File: src/rtl/cbal_pkg.sv
`timescale 1ns/1ps
package cbal_pkg;
  localparam int MODE_W = 3;
  localparam logic [MODE_W-1:0] MODE_OFF    = 3'b000;
  localparam logic [MODE_W-1:0] MODE_MANUAL = 3'b001;

  // status word bit positions
  localparam int ST_RUN = 0;
  localparam int ST_FIN = 1;
  localparam int ST_REJ = 2;
  localparam int ST_W   = 3;

  // register map
  localparam int A_MODE = 0;
  localparam int A_SW   = 1;
  localparam int A_DLY  = 2;
  localparam int A_EXP0 = 3;

  function automatic int a_uv(input int cells);
    return A_EXP0 + cells;
  endfunction
  function automatic int a_stat(input int cells);
    return A_EXP0 + cells + 1;
  endfunction
  function automatic int a_timer(input int cells);
    return A_EXP0 + cells + 2;
  endfunction
  function automatic int a_swst(input int cells);
    return A_EXP0 + cells + 3;
  endfunction

  // switch mask and delay are frozen in manual and individual modes
  function automatic logic ctrl_locked(input logic [MODE_W-1:0] m);
    return (m == MODE_MANUAL) || m[2];
  endfunction
endpackage

File: src/rtl/cbal_regs.sv
`timescale 1ns/1ps
module cbal_regs
  import cbal_pkg::*;
#(
  parameter int NUM_CELLS = 14,
  parameter int DATA_W    = 16,
  parameter int TIME_W    = 16,
  parameter int ADDR_W    = 5
) (
  input  logic                               clk_i,
  input  logic                               rst_ni,
  input  logic                               wr_en_i,
  input  logic [ADDR_W-1:0]                  addr_i,
  input  logic [DATA_W-1:0]                  wdata_i,
  input  logic                               scan_active_i,
  output logic [MODE_W-1:0]                  mode_o,
  output logic                               mode_wr_o,
  output logic                               blocked_o,
  output logic [NUM_CELLS-1:0]               sw_ctrl_o,
  output logic [DATA_W-1:0]                  dly_o,
  output logic [DATA_W-1:0]                  uv_o,
  output logic [NUM_CELLS-1:0][TIME_W-1:0]   exp_o
);
  localparam int A_UV = a_uv(NUM_CELLS);

  logic hit_sw, hit_dly, hit_uv;
  logic ctrl_ok, uv_ok;
  logic [NUM_CELLS-1:0] hit_exp, exp_ok;

  assign mode_wr_o = wr_en_i && (addr_i == ADDR_W'(A_MODE));
  assign hit_sw    = wr_en_i && (addr_i == ADDR_W'(A_SW));
  assign hit_dly   = wr_en_i && (addr_i == ADDR_W'(A_DLY));
  assign hit_uv    = wr_en_i && (addr_i == ADDR_W'(A_UV));
  assign ctrl_ok   = !ctrl_locked(mode_o);
  // auto-select request cannot be honoured while the scan may change min cell
  assign uv_ok     = !mode_o[2] && !(wdata_i[DATA_W-1] && scan_active_i);

  for (genvar g = 0; g < NUM_CELLS; g++) begin : g_exp
    assign hit_exp[g] = wr_en_i && (addr_i == ADDR_W'(A_EXP0 + g));
    if (g == 0) begin : g_first
      assign exp_ok[g] = (mode_o == MODE_OFF);
    end else begin : g_rest
      assign exp_ok[g] = !mode_o[2];
    end

    always_ff @(posedge clk_i or negedge rst_ni) begin
      if (!rst_ni)                       exp_o[g] <= '0;
      else if (hit_exp[g] && exp_ok[g])  exp_o[g] <= wdata_i[TIME_W-1:0];
    end
  end

  assign blocked_o = ((hit_sw || hit_dly) && !ctrl_ok)
                   || (|(hit_exp & ~exp_ok))
                   || (hit_uv && !uv_ok);

  always_ff @(posedge clk_i or negedge rst_ni) begin
    if (!rst_ni) begin
      mode_o    <= MODE_OFF;
      sw_ctrl_o <= '0;
      dly_o     <= '0;
      uv_o      <= '0;
    end else begin
      if (mode_wr_o)            mode_o    <= wdata_i[MODE_W-1:0];
      if (hit_sw && ctrl_ok)    sw_ctrl_o <= wdata_i[NUM_CELLS-1:0];
      if (hit_dly && ctrl_ok)   dly_o     <= wdata_i;
      if (hit_uv && uv_ok)      uv_o      <= wdata_i;
    end
  end
endmodule

File: src/rtl/cbal_timer.sv
`timescale 1ns/1ps
module cbal_timer
  import cbal_pkg::*;
#(
  parameter int NUM_CELLS = 14,
  parameter int TIME_W    = 16
) (
  input  logic                             clk_i,
  input  logic                             rst_ni,
  input  logic [MODE_W-1:0]                mode_i,
  input  logic                             restart_i,
  input  logic [NUM_CELLS-1:0]             sw_ctrl_i,
  input  logic [NUM_CELLS-1:0][TIME_W-1:0] exp_i,
  output logic [TIME_W-1:0]                timer_o,
  output logic [NUM_CELLS-1:0]             sw_en_o,
  output logic                             finished_o,
  output logic                             running_o
);
  logic [NUM_CELLS-1:0] live;
  logic                 active;

  assign active = (mode_i != MODE_OFF);

  // group/manual modes share cell 1's limit; individual modes use each cell's own
  for (genvar g = 0; g < NUM_CELLS; g++) begin : g_live
    assign live[g] = timer_o < (mode_i[2] ? exp_i[g] : exp_i[0]);
  end

  assign finished_o = active && !(|live);
  assign running_o  = active && (|live);
  assign sw_en_o    = active ? (sw_ctrl_i & live) : '0;

  always_ff @(posedge clk_i or negedge rst_ni) begin
    if (!rst_ni)                          timer_o <= '0;
    else if (restart_i || !active)        timer_o <= '0;
    else if (running_o && !(&timer_o))    timer_o <= timer_o + 1'b1;
  end
endmodule

File: src/rtl/cbal_status.sv
`timescale 1ns/1ps
module cbal_status (
  input  logic clk_i,
  input  logic rst_ni,
  input  logic mode_wr_i,
  input  logic blocked_i,
  input  logic finished_i,
  output logic fin_o,
  output logic rej_o
);
  always_ff @(posedge clk_i or negedge rst_ni) begin
    if (!rst_ni) begin
      fin_o <= 1'b0;
      rej_o <= 1'b0;
    end else if (mode_wr_i) begin
      fin_o <= 1'b0;
      rej_o <= 1'b0;
    end else begin
      if (finished_i) fin_o <= 1'b1;
      if (blocked_i)  rej_o <= 1'b1;
    end
  end
endmodule

File: src/rtl/cbal_ctrl.sv
`timescale 1ns/1ps
module cbal_ctrl
  import cbal_pkg::*;
#(
  parameter int NUM_CELLS = 14,
  parameter int DATA_W    = 16,
  parameter int TIME_W    = 16,
  parameter int ADDR_W    = 5
) (
  input  logic                 clk_i,
  input  logic                 rst_ni,
  input  logic                 wr_en_i,
  input  logic [ADDR_W-1:0]    addr_i,
  input  logic [DATA_W-1:0]    wdata_i,
  input  logic                 scan_active_i,
  output logic [DATA_W-1:0]    rdata_o,
  output logic [NUM_CELLS-1:0] sw_en_o,
  output logic                 reject_o
);
  localparam int A_UV    = a_uv(NUM_CELLS);
  localparam int A_STAT  = a_stat(NUM_CELLS);
  localparam int A_TIMER = a_timer(NUM_CELLS);
  localparam int A_SWST  = a_swst(NUM_CELLS);

  logic [MODE_W-1:0]                mode;
  logic                             mode_wr, blocked, finished, running, fin_q;
  logic [NUM_CELLS-1:0]             sw_ctrl;
  logic [DATA_W-1:0]                dly, uv;
  logic [NUM_CELLS-1:0][TIME_W-1:0] exp;
  logic [TIME_W-1:0]                timer;
  logic [ST_W-1:0]                  status;

  cbal_regs #(
    .NUM_CELLS(NUM_CELLS), .DATA_W(DATA_W), .TIME_W(TIME_W), .ADDR_W(ADDR_W)
  ) i_regs (
    .clk_i, .rst_ni, .wr_en_i, .addr_i, .wdata_i, .scan_active_i,
    .mode_o(mode), .mode_wr_o(mode_wr), .blocked_o(blocked),
    .sw_ctrl_o(sw_ctrl), .dly_o(dly), .uv_o(uv), .exp_o(exp)
  );

  cbal_timer #(.NUM_CELLS(NUM_CELLS), .TIME_W(TIME_W)) i_timer (
    .clk_i, .rst_ni, .mode_i(mode), .restart_i(mode_wr), .sw_ctrl_i(sw_ctrl),
    .exp_i(exp), .timer_o(timer), .sw_en_o(sw_en_o),
    .finished_o(finished), .running_o(running)
  );

  cbal_status i_status (
    .clk_i, .rst_ni, .mode_wr_i(mode_wr), .blocked_i(blocked),
    .finished_i(finished), .fin_o(fin_q), .rej_o(reject_o)
  );

  always_comb begin
    status         = '0;
    status[ST_RUN] = running;
    status[ST_FIN] = fin_q;
    status[ST_REJ] = reject_o;
  end

  always_comb begin
    rdata_o = '0;
    if (addr_i == ADDR_W'(A_MODE))  rdata_o = DATA_W'(mode);
    if (addr_i == ADDR_W'(A_SW))    rdata_o = DATA_W'(sw_ctrl);
    if (addr_i == ADDR_W'(A_DLY))   rdata_o = dly;
    if (addr_i == ADDR_W'(A_UV))    rdata_o = uv;
    if (addr_i == ADDR_W'(A_STAT))  rdata_o = DATA_W'(status);
    if (addr_i == ADDR_W'(A_TIMER)) rdata_o = DATA_W'(timer);
    if (addr_i == ADDR_W'(A_SWST))  rdata_o = DATA_W'(sw_en_o);
    for (int c = 0; c < NUM_CELLS; c++) begin
      if (addr_i == ADDR_W'(A_EXP0 + c)) rdata_o = DATA_W'(exp[c]);
    end
  end
endmodule

File: config.mk
export PLATFORM = sky130hd
export DESIGN_NAME = cbal_ctrl
export DESIGN_NICKNAME = d
export VERILOG_FILES = /design/src/rtl/cbal_pkg.sv /design/src/rtl/cbal_regs.sv /design/src/rtl/cbal_timer.sv /design/src/rtl/cbal_status.sv /design/src/rtl/cbal_ctrl.sv
export SDC_FILE = /design/constraint.sdc
export NUM_CORES = 1
export LEC_CHECK = 0
export BUFFER_PORTS_ARGS = -buffer_cell sky130_fd_sc_hd__buf_4
export CORE_UTILIZATION = 40
export DETAILED_ROUTE_END_ITERATION = 7
export GPL_ROUTABILITY_DRIVEN = 0
export SYNTH_ARGS = -nofsm -noshare
export SYNTH_HDL_FRONTEND = slang
export SYNTH_HIERARCHICAL = 1
export SYNTH_SLANG_ARGS = --single-unit
File: constraint.sdc
create_clock -name clk_i -period 6.35 [get_ports clk_i]
set_input_delay 1.27 -clock clk_i [delete_from_list [all_inputs] [get_ports clk_i]]
set_output_delay 1.27 -clock clk_i [all_outputs]
set_load 0.02 [all_outputs]
# Word level (Yosys, flattened, before mapping)
# Cells that the tools add are included.
[totals] regBits=291 in_bits=25 output_inout_bits=31 wordCells=164
[classes] add_sub_neg=1 n_lt_le_gt_ge=14 n_eq_ne=21 mux=41 bitwise_logic=3 n_reduce_logical=63
[ops] op="$mux 16" n=35
[ops] op="$lt 16x16->1" n=14
[ops] op="$logic_and 1x1->1" n=42
[ops] op="$eq 5x4->1 const B" n=8
[ops] op="$and 14x14->14" n=2
[ops] op="$reduce_or 14->1" n=2
[ops] op="$eq 5x5->1 const B" n=5
[ops] op="$eq 5x3->1 const B" n=4
[ops] op="$add 16x1->16 const B" n=1
[ops] op="$reduce_and 16->1" n=1
[ops] op="$mux 14" n=1
[ops] op="$not 14->14" n=1
[ops] op="$eq 5x2->1 const B" n=2
[ops] op="$logic_not 1->1" n=7
[ops] op="$reduce_bool 2->1" n=3
[ops] op="$eq 5x1->1 const B" n=1
[ops] op="$logic_not 5->1" n=1
[ops] op="$logic_or 1x1->1" n=5
[ops] op="$mux 1" n=4
[ops] op="$eq 3x1->1 const B" n=1
[ops] op="$logic_not 3->1" n=1
[ops] op="$mux 3" n=1
[ops] op="$reduce_bool 3->1" n=1

# Longest topological paths before layout
# Gate-level depths: netlist of the first run.
[logic_depth] ltp_word=22 depth_mapped=20 mapped_depth_nobuf=17

# Modules after synthesis
# The synthesis of the first run kept the hierarchy.
[by_module_without_submodules] mod="cbal_regs" instances=1 cells_each=626 area_each_um2=10463.8 seq_area_each_um2=6831.6
[by_module_without_submodules] mod="cbal_timer" instances=1 cells_each=929 area_each_um2=6956.7 seq_area_each_um2=400.4
[by_module_without_submodules] mod="cbal_ctrl" instances=1 cells_each=543 area_each_um2=3340.7 seq_area_each_um2=0.0
[by_module_without_submodules] mod="cbal_status" instances=1 cells_each=4 area_each_um2=70.1 seq_area_each_um2=50.0

# Worst setup path before layout of the first run
# No wires, ideal clock.
[synth_timing] path_kind="register -> output" startpoint="register i_regs.mode_o[2]" endpoint="output port rdata_o[0]" t_arrival_ns=4.546 t_required_ns=5.080 setup_slack_ns=0.534 path_stages_with_launch=20 n_path_buf=5 path_cell_list="dfrtp_1 buf_6 buf_4 clkbuf_1 clkbuf_1 clkbuf_1 a21oi_1 ha_1 nand4_1 a211oi_1 a211oi_1 o21a_1 or3_2 nor4_4 a21oi_1 mux2_2 o21ai_0 a211oi_1 o211ai_1 a21oi_1"
[synth_via] elab_chain_cells=21 word_cells_on_any_way=47 cone_classes="13 x order compare; 31 x mux; 3 x reduce/logical"
[synth_rtl] item="start, declared" line_no="cbal_regs.sv:16" source="output logic [MODE_W-1:0] mode_o,"
[synth_rtl] item="start signal, assigned" line_no="cbal_regs.sv:63" source="if (mode_wr_o) mode_o <= wdata_i[MODE_W-1:0];"
[synth_rtl] item="$mux 16" line_no="cbal_timer.sv:26" source="assign live[g] = timer_o < (mode_i[2] ? exp_i[g] : exp_i[0]);"
[synth_rtl] item="$lt 16x16->1" line_no="cbal_timer.sv:26"
[synth_rtl] item="$reduce_or 14->1" line_no="cbal_timer.sv:30" source="assign running_o = active && (|live);"
[synth_rtl] item="$logic_and 1x1->1 *" line_no="cbal_timer.sv:30"
[synth_rtl] item="named net running" line_no="cbal_ctrl.sv:26" source="logic mode_wr, blocked, finished, running, fin_q;"
[synth_rtl] item="$mux 16 *" line_no="cbal_ctrl.sv:65" source="if (addr_i == ADDR_W'(A_STAT)) rdata_o = DATA_W'(status);"
[synth_rtl] item="$mux 16 *" line_no="cbal_ctrl.sv:66" source="if (addr_i == ADDR_W'(A_TIMER)) rdata_o = DATA_W'(timer);"
[synth_rtl] item="$mux 16 *" line_no="cbal_ctrl.sv:67" source="if (addr_i == ADDR_W'(A_SWST)) rdata_o = DATA_W'(sw_en_o);"
[synth_rtl] item="$mux 16 * (14 in series)" line_no="cbal_ctrl.sv:69" source="if (addr_i == ADDR_W'(A_EXP0 + c)) rdata_o = DATA_W'(exp[c]);"
[synth_rtl] item="end, declared" line_no="cbal_ctrl.sv:16" source="output logic [DATA_W-1:0] rdata_o,"
# Mark *: on every way through the listed nets, which the timed path passes. The rest lies on a longest branch.

# Worst setup path in the final report of the first run
# Same ends and word-level chain as after synthesis.

==> flow_summary.json, run 1 <==
{
  "clk_pin_slew_ns": 0.06,
  "antenna_cells": 0,
  "synth-xor-area-share_pct": 0.210,
  "tightestPinTransition_ns": 1.22,
  "hpwl_um": 60200,
  "violations": "setup timing",
  "combPwrFrac_pct": 34.9,
  "drtPass1Iterations": 6,
  "drive_above_1_share_pct": 27.2,
  "die_h_um": 230,
  "async_reset_ff_share_pct": 100,
  "total_power_mw": 7.24,
  "clockBufferDepth": 3,
  "pwr-share-clk_pct": 28.8,
  "grt_pass1_vias": 18871,
  "synth_area_leaders": "dfrtp_1, mux2_2, ha_1",
  "die_area_um2": 53000,
  "routed_wl_um": 84800,
  "path_class": "flip-flop to output port",
  "setup_viol": 1,
  "synth_top_area_share_pct": 35.0,
  "ys_ff_latch": 291,
  "finalClockSkew_ns": 0.0218,
  "cp_max_fo": 7,
  "ant_nets": 0,
  "min_path_type": "flip-flop to flip-flop",
  "cts_tree": "yes",
  "dp_cells": 2803,
  "synth-simple-area-share_pct": 12.0,
  "synth_top_family_by_area": "compound AO/OA/AOI/OAI gates",
  "place_area_um2": 22300,
  "endpoint_kind": "output port",
  "start_util_pct": 40.5,
  "vias": 19410,
  "io_pins": 56,
  "area_delta_synth_final_pct": 14.9,
  "synth_ff_type": "dfrtp_1",
  "p_sw_mw": 2.74,
  "fin_nets": 2422,
  "drv_cap": 0,
  "post-route-min-period_ns": 6.37,
  "worstSkewPairLatency_ns": 0.58,
  "fin_area_um2": 23900,
  "synth_edf_count": 0,
  "synthCells": 2102,
  "cts_sinks": 291,
  "fp-row-count": 83,
  "fin_ws_ns": -0.0163,
  "h-tree-depth": 2,
  "final-instance-count-excl-fill": 2891,
  "grt_overflow_total": 0,
  "grt_max_degree": 107,
  "viasPerCell": 6.71,
  "synth.largest_area_cell": "dfrtp_1",
  "slew_violations": 0,
  "slew_headroom_pct": 18.5,
  "synth_cell_types": 97,
  "die_x_um": 230,
  "ys_warn_count": 6,
  "syn-num-nets": 2338,
  "final_common_cell": "a21oi_1",
  "rsz0062_at_grt": "yes",
  "place_ws_ns": 0.268,
  "io_buffers": 55,
  "seq_power_share_pct": 36.3,
  "antenna_found_initial": 0,
  "core_region_area_um2": 51400,
  "power_density_nw_per_um2": 303,
  "internal_power_mw": 4.51,
  "hold_viol": 0,
  "ys_seq_area_share_pct": 35.0,
  "cts_inserted_buffers": 36,
  "muxShareOfSynthArea_pct": 16.3,
  "worst_setup_path_start_kind": "flip-flop",
  "root_buffer": "clkbuf_16",
  "setup_tns_ns": -0.0163,
  "status": "finished with violations",
  "p_leak_nw": 11.0,
  "routedWlPerCell_um": 29.3,
  "grt_pass1_wl_um": 124000,
  "synth_area_um2": 20800,
  "syn_avg_cell_area_um2": 9.91,
  "critPathArrivalTime_ns": 5.10,
  "fmax_ghz": 0.157,
  "layout_common_cells": "a21oi_1, dfrtp_1, mux2_2, ha_1, buf_4",
  "synthAdderAreaFrac_pct": 12.7,
  "required_ns": 5.08,
  "grt_use_total_pct": 31.5,
  "synth_compound_area_share_pct": 20.2,
  "swShare_pct": 37.8,
  "period_share_pct": 100,
  "drtIter0Drc": 2354,
  "drcViolationCount": 0,
  "peakVddDrop_uv": 227
}
-- routing by layer --
layer | global-route usage, % | share of wire (%)
met5 | 0 | 0
met1 | 40.1 | 39
met3 | 8.53 | 11
met4 | 18.4 | 6.7
met2 | 47.8 | 43
-- flip-flops by register name (all words and copies together) (netlist names) --
signal and flops:
i_regs/exp_o 224, i_regs/sw_ctrl_o 14, i_timer/timer_o 16, i_regs/mode_o 3, i_status/fin_o 1, i_regs/uv_o 16
i_regs/dly_o 16, i_status/rej_o 1
-- through the flow --
stage               hold WS [ns]  utilization (%)
global placement           0.485             43.3
CTS                        0.503             46.1
global route               0.507             46.6
finish                     0.500             46.6
detailed placement         0.487             43.3
floorplan                  0.471                -
-- synth_stat cells (all sizes together) (9+ instances only) --
cell     count
nand2b      16
and4         9
and3        22
dfrtp      291
nand3       30
or3         15
a222oi       9
a31oi        9
o22ai       28
nand4       26
clkbuf      67
inv         32
a2111oi     12
buf         65
a21oi      317
a221oi      11
nor2b       27
a21o        40
nand2      119
o21ai       93
mux2       280
o221ai      12
mux2i       20
o22a        10
a211oi      26
nor2       107
nor3        37
nor4        14
ha         211
a22oi       28
o211ai      16
-- repair_timing --
| item | in CTS | in global routing |
|---|---|---|
| resized for setup | 24 | 42 |
| setup buffers | 14 | 8 |
| hold buffers | 0 | 0 |
| gates cloned | 2 | 1 |
| setup endpoints to repair | 5 | 7 |
| pin swaps | 5 | 18 |
-- power groups by stage --
stage / Combinational, mW / Clock [mW] / Sequential, mW
2_1_floorplan: 1.54 / 0 / 2.46
3_3_place_gp: 2.21 / 0 / 2.63
3_5_place_dp: 2.28 / 0 / 2.64
4_1_cts: 2.39 / 2.11 / 2.61
5_1_grt: 2.69 / 2.19 / 2.66
6_report: 2.53 / 2.08 / 2.63
-- path summary, 6_finish.rpt --
kind,slack (ns),end,cells past startpoint,from
min reg2reg,0.50,i_regs/dly_o[14],1,i_regs/dly_o[14]
min,0.50,i_regs/dly_o[14],1,i_regs/dly_o[14]
min in group asynchronous,0.74,i_regs/exp_o[197],1,rst_ni
max in group asynchronous,4.24,i_regs/exp_o[29],2,rst_ni
max,-0.02,rdata_o[0],20,i_regs/mode_o[2]
max reg2reg,2.14,i_timer/timer_o[9],16,i_regs/mode_o[2]
-- logic make-up after synthesis --
| family | Yosys count |
|---|---|
| AO/OA/AOI/OAI | 675 |
| adder cells (fa/ha/maj) | 211 |
| flip-flops | 291 |
| multiplexers | 300 |
| XOR/XNOR | 5 |
| buffers and inverters | 164 |
| AND/OR/NAND/NOR | 456 |
-- worst max-delay path, stage by stage, from the launching register on --
cell      delay, ns
dfrtp_4        0.52
buf_4          0.16
nor2_1         0.09
buf_4          0.18
buf_4          0.21
a21oi_1        0.06
ha_1           0.30
a21oi_1        0.07
o21ai_1        0.53
a41oi_1        0.13
nor2_1         0.23
a21oi_2        0.17
nor4_4         0.35
a21oi_2        0.14
nand2_1        0.09
nand2_1        0.07
a221oi_2       0.23
a211oi_1       0.09
o211ai_1       0.58
a21oi_2        0.11
buf_4          0.19
-- area by class of cell --
type	count	area [µm²]
clock buffer	51	1010
clock inverter	12	143
fill	4821	27500
inverter	32	120
multi-input combinational	1647	13000
sequential	291	7290
tap	680	851
timing repair buffer	178	1520
Power figures use the tool's default switching activity.
==> run 2, diff against run 1 <==
==> constraint.sdc (replaced) <==
create_clock -name clk_i -period 6.5 [get_ports clk_i]
set_input_delay 1.3 -clock clk_i [delete_from_list [all_inputs] [get_ports clk_i]]
set_output_delay 1.3 -clock clk_i [all_outputs]
set_load 0.02 [all_outputs]
==> run 2 against run 1 <==
Total power is 1.9% lower. Critical path type unchanged. Combinational power is 8.3% lower. Worst hold slack better by 0.0025 ns. Wire length is 0.61% lower. Sequential share of layout area is 0.44 points higher. Global-route usage is 0.17 points higher. Register-to-register slack better by 0.03 ns. The run still ends with setup timing left. Largest cell class unchanged.
==> flow_summary.json, run 2 (synthesis results as in run 1) <==
{
  "status": "finished with violations",
  "violations": "setup timing",
  "fillerInstances": 4845,
  "required_ns": 5.20,
  "grtUsageMet1_pct": 40.5,
  "cp_max_fo": 9,
  "min_path_type": "flip-flop to flip-flop",
  "place_ws_ns": 0.0147,
  "io_pins": 56,
  "period_share_pct": 103,
  "grt_pass1_wl_um": 124000,
  "ant_nets": 0,
  "h-tree-depth": 2,
  "cts_inserted_buffers": 37,
  "layout_common_cells": "a21oi_1, dfrtp_1, mux2_2, ha_1, buf_4",
  "worstSkewPairLatency_ns": 0.58,
  "start_util_pct": 40.5,
  "place_area_um2": 22100,
  "slowest_stage": "o31ai_2",
  "path_buf_inv": 2,
  "peakVddDrop_uv": 177,
  "critPathMaxStageDelay_ns": 0.65,
  "fin_area_um2": 23600,
  "use_met2_pct": 47.1,
  "drtIter0Drc": 2316,
  "setup_tns_ns": -0.219,
  "regMostFlops": "i_regs/exp_o",
  "grt_overflow_total": 0,
  "routed_wl_um": 84300,
  "tightestPinTransition_ns": 1.15,
  "vias": 19162,
  "grt_use_total_pct": 31.7,
  "cts_sinks": 291,
  "grt.busiest_layer": "met2",
  "p_leak_nw": 10.8,
  "antenna_found_initial": 2,
  "setup_viol": 1,
  "drcViolationCount": 0,
  "hold_viol": 0,
  "drv_cap": 0,
  "slew_headroom_pct": 23.1,
  "core_region_area_um2": 51400,
  "largest_register_ffs": 224,
  "endpoint_kind": "output port",
  "fin_ws_ns": -0.219,
  "grt_pass1_vias": 19020,
  "fin_nets": 2390,
  "whs_ns": 0.502,
  "io_buffers": 55,
  "root_buffer": "clkbuf_16",
  "critPathArrivalTime_ns": 5.42,
  "crit_chain": "nor2_1 > buf_4 > a21oi_1 > ha_1 > o21a_1 > o22ai_1 > o211a_1 > o31ai_2 > nand4_1 > nor4_4 > a21oi_2 > mux2_2 > o21ai_0 > a211oi_1 > o211ai_1 > a21oi_2 > buf_4",
  "worst_setup_path_start_kind": "flip-flop",
  "cts_tree": "yes",
  "rsz0062_at_grt": "yes",
  "fp-row-count": 83,
  "die_h_um": 230,
  "die_area_um2": 53000,
  "crit_family": "compound AO/OA/AOI/OAI gates",
  "final_common_cell": "a21oi_1",
  "fmax_ghz": 0.149,
  "viasPerCell": 6.69,
  "area_delta_synth_final_pct": 13.3,
  "postCtsHoldBufs": 0,
  "clk_pin_slew_ns": 0.06,
  "path_class": "flip-flop to output port",
  "post-route-min-period_ns": 6.72,
  "drtPass1Iterations": 6,
  "finalClockSkew_ns": 0.0325,
  "die_x_um": 230,
  "hpwl_um": 59800,
  "slew_violations": 0,
  "met3_usage_pct": 8.57,
  "routedWlPerCell_um": 29.4,
  "drive_above_1_share_pct": 25.8,
  "grt_max_degree": 130,
  "clockBufferDepth": 3,
  "power_density_nw_per_um2": 301
}
run 2: layer usage:
metal / part of all wire (%) / up-vias
met5: 0 / -
met4: 7.2 / 0
met3: 11 / 357
met2: 43 / 1225
met1: 39 / 9487
li1: - / 8093
run 2: through the flow:
step                utilization [%]  cells  power, mW
floorplan                         -   2102       3.90
global placement               43.1   2788       4.71
detailed placement             43.1   2788       4.79
CTS                            45.8   2861       7.02
global route                   45.9   2861       7.40
finish                         45.9   2863       7.11
run 2: area by class of cell:
| cell class | instances | area (µm²) | area share (%) |
|---|---|---|---|
| Tap cell | 680 | 851 | 3.61 |
| Sequential cell | 291 | 7290 | 30.9 |
| Clock buffer | 48 | 1040 | 4.41 |
| Timing Repair Buffer | 145 | 1140 | 4.85 |
| Antenna cell | 2 | 5.00 | 0.0212 |
| Inverter | 32 | 120 | 0.509 |
| Clock inverter | 18 | 236 | 1.00 |
| Multi-Input combinational cell | 1647 | 12900 | 54.7 |
run 2: where the power goes:
group / total (mW) / internal [mW] / switching (mW)
clock network: 2.20 / 1.33 / 0.872
logic: 2.32 / 0.959 / 1.36
registers: 2.58 / 2.15 / 0.429
total: 7.11 / 4.45 / 2.66
run 2: what timing repair did:
action,4_1_cts,5_1_grt
endpoints found under the setup margin,4,6
pin swaps,4,3
gates resized for setup,11,17
setup buffers,7,0
run 2: path summary, 6_finish.rpt:
path | slack (ns) | cells after the start | endpoint | from
worst max register to register | 2.17 | 14 | i_timer/timer_o[9] | i_regs/mode_o[2]
max in group asynchronous | 4.42 | 2 | i_regs/exp_o[88] | rst_ni
worst min-delay path | 0.50 | 1 | i_regs/uv_o[13] | i_regs/uv_o[13]
worst min register to register | 0.50 | 1 | i_regs/uv_o[13] | i_regs/uv_o[13]
min in group asynchronous | 0.77 | 1 | i_timer/timer_o[5] | rst_ni
worst max-delay path | -0.22 | 17 | rdata_o[0] | i_regs/mode_o[2]
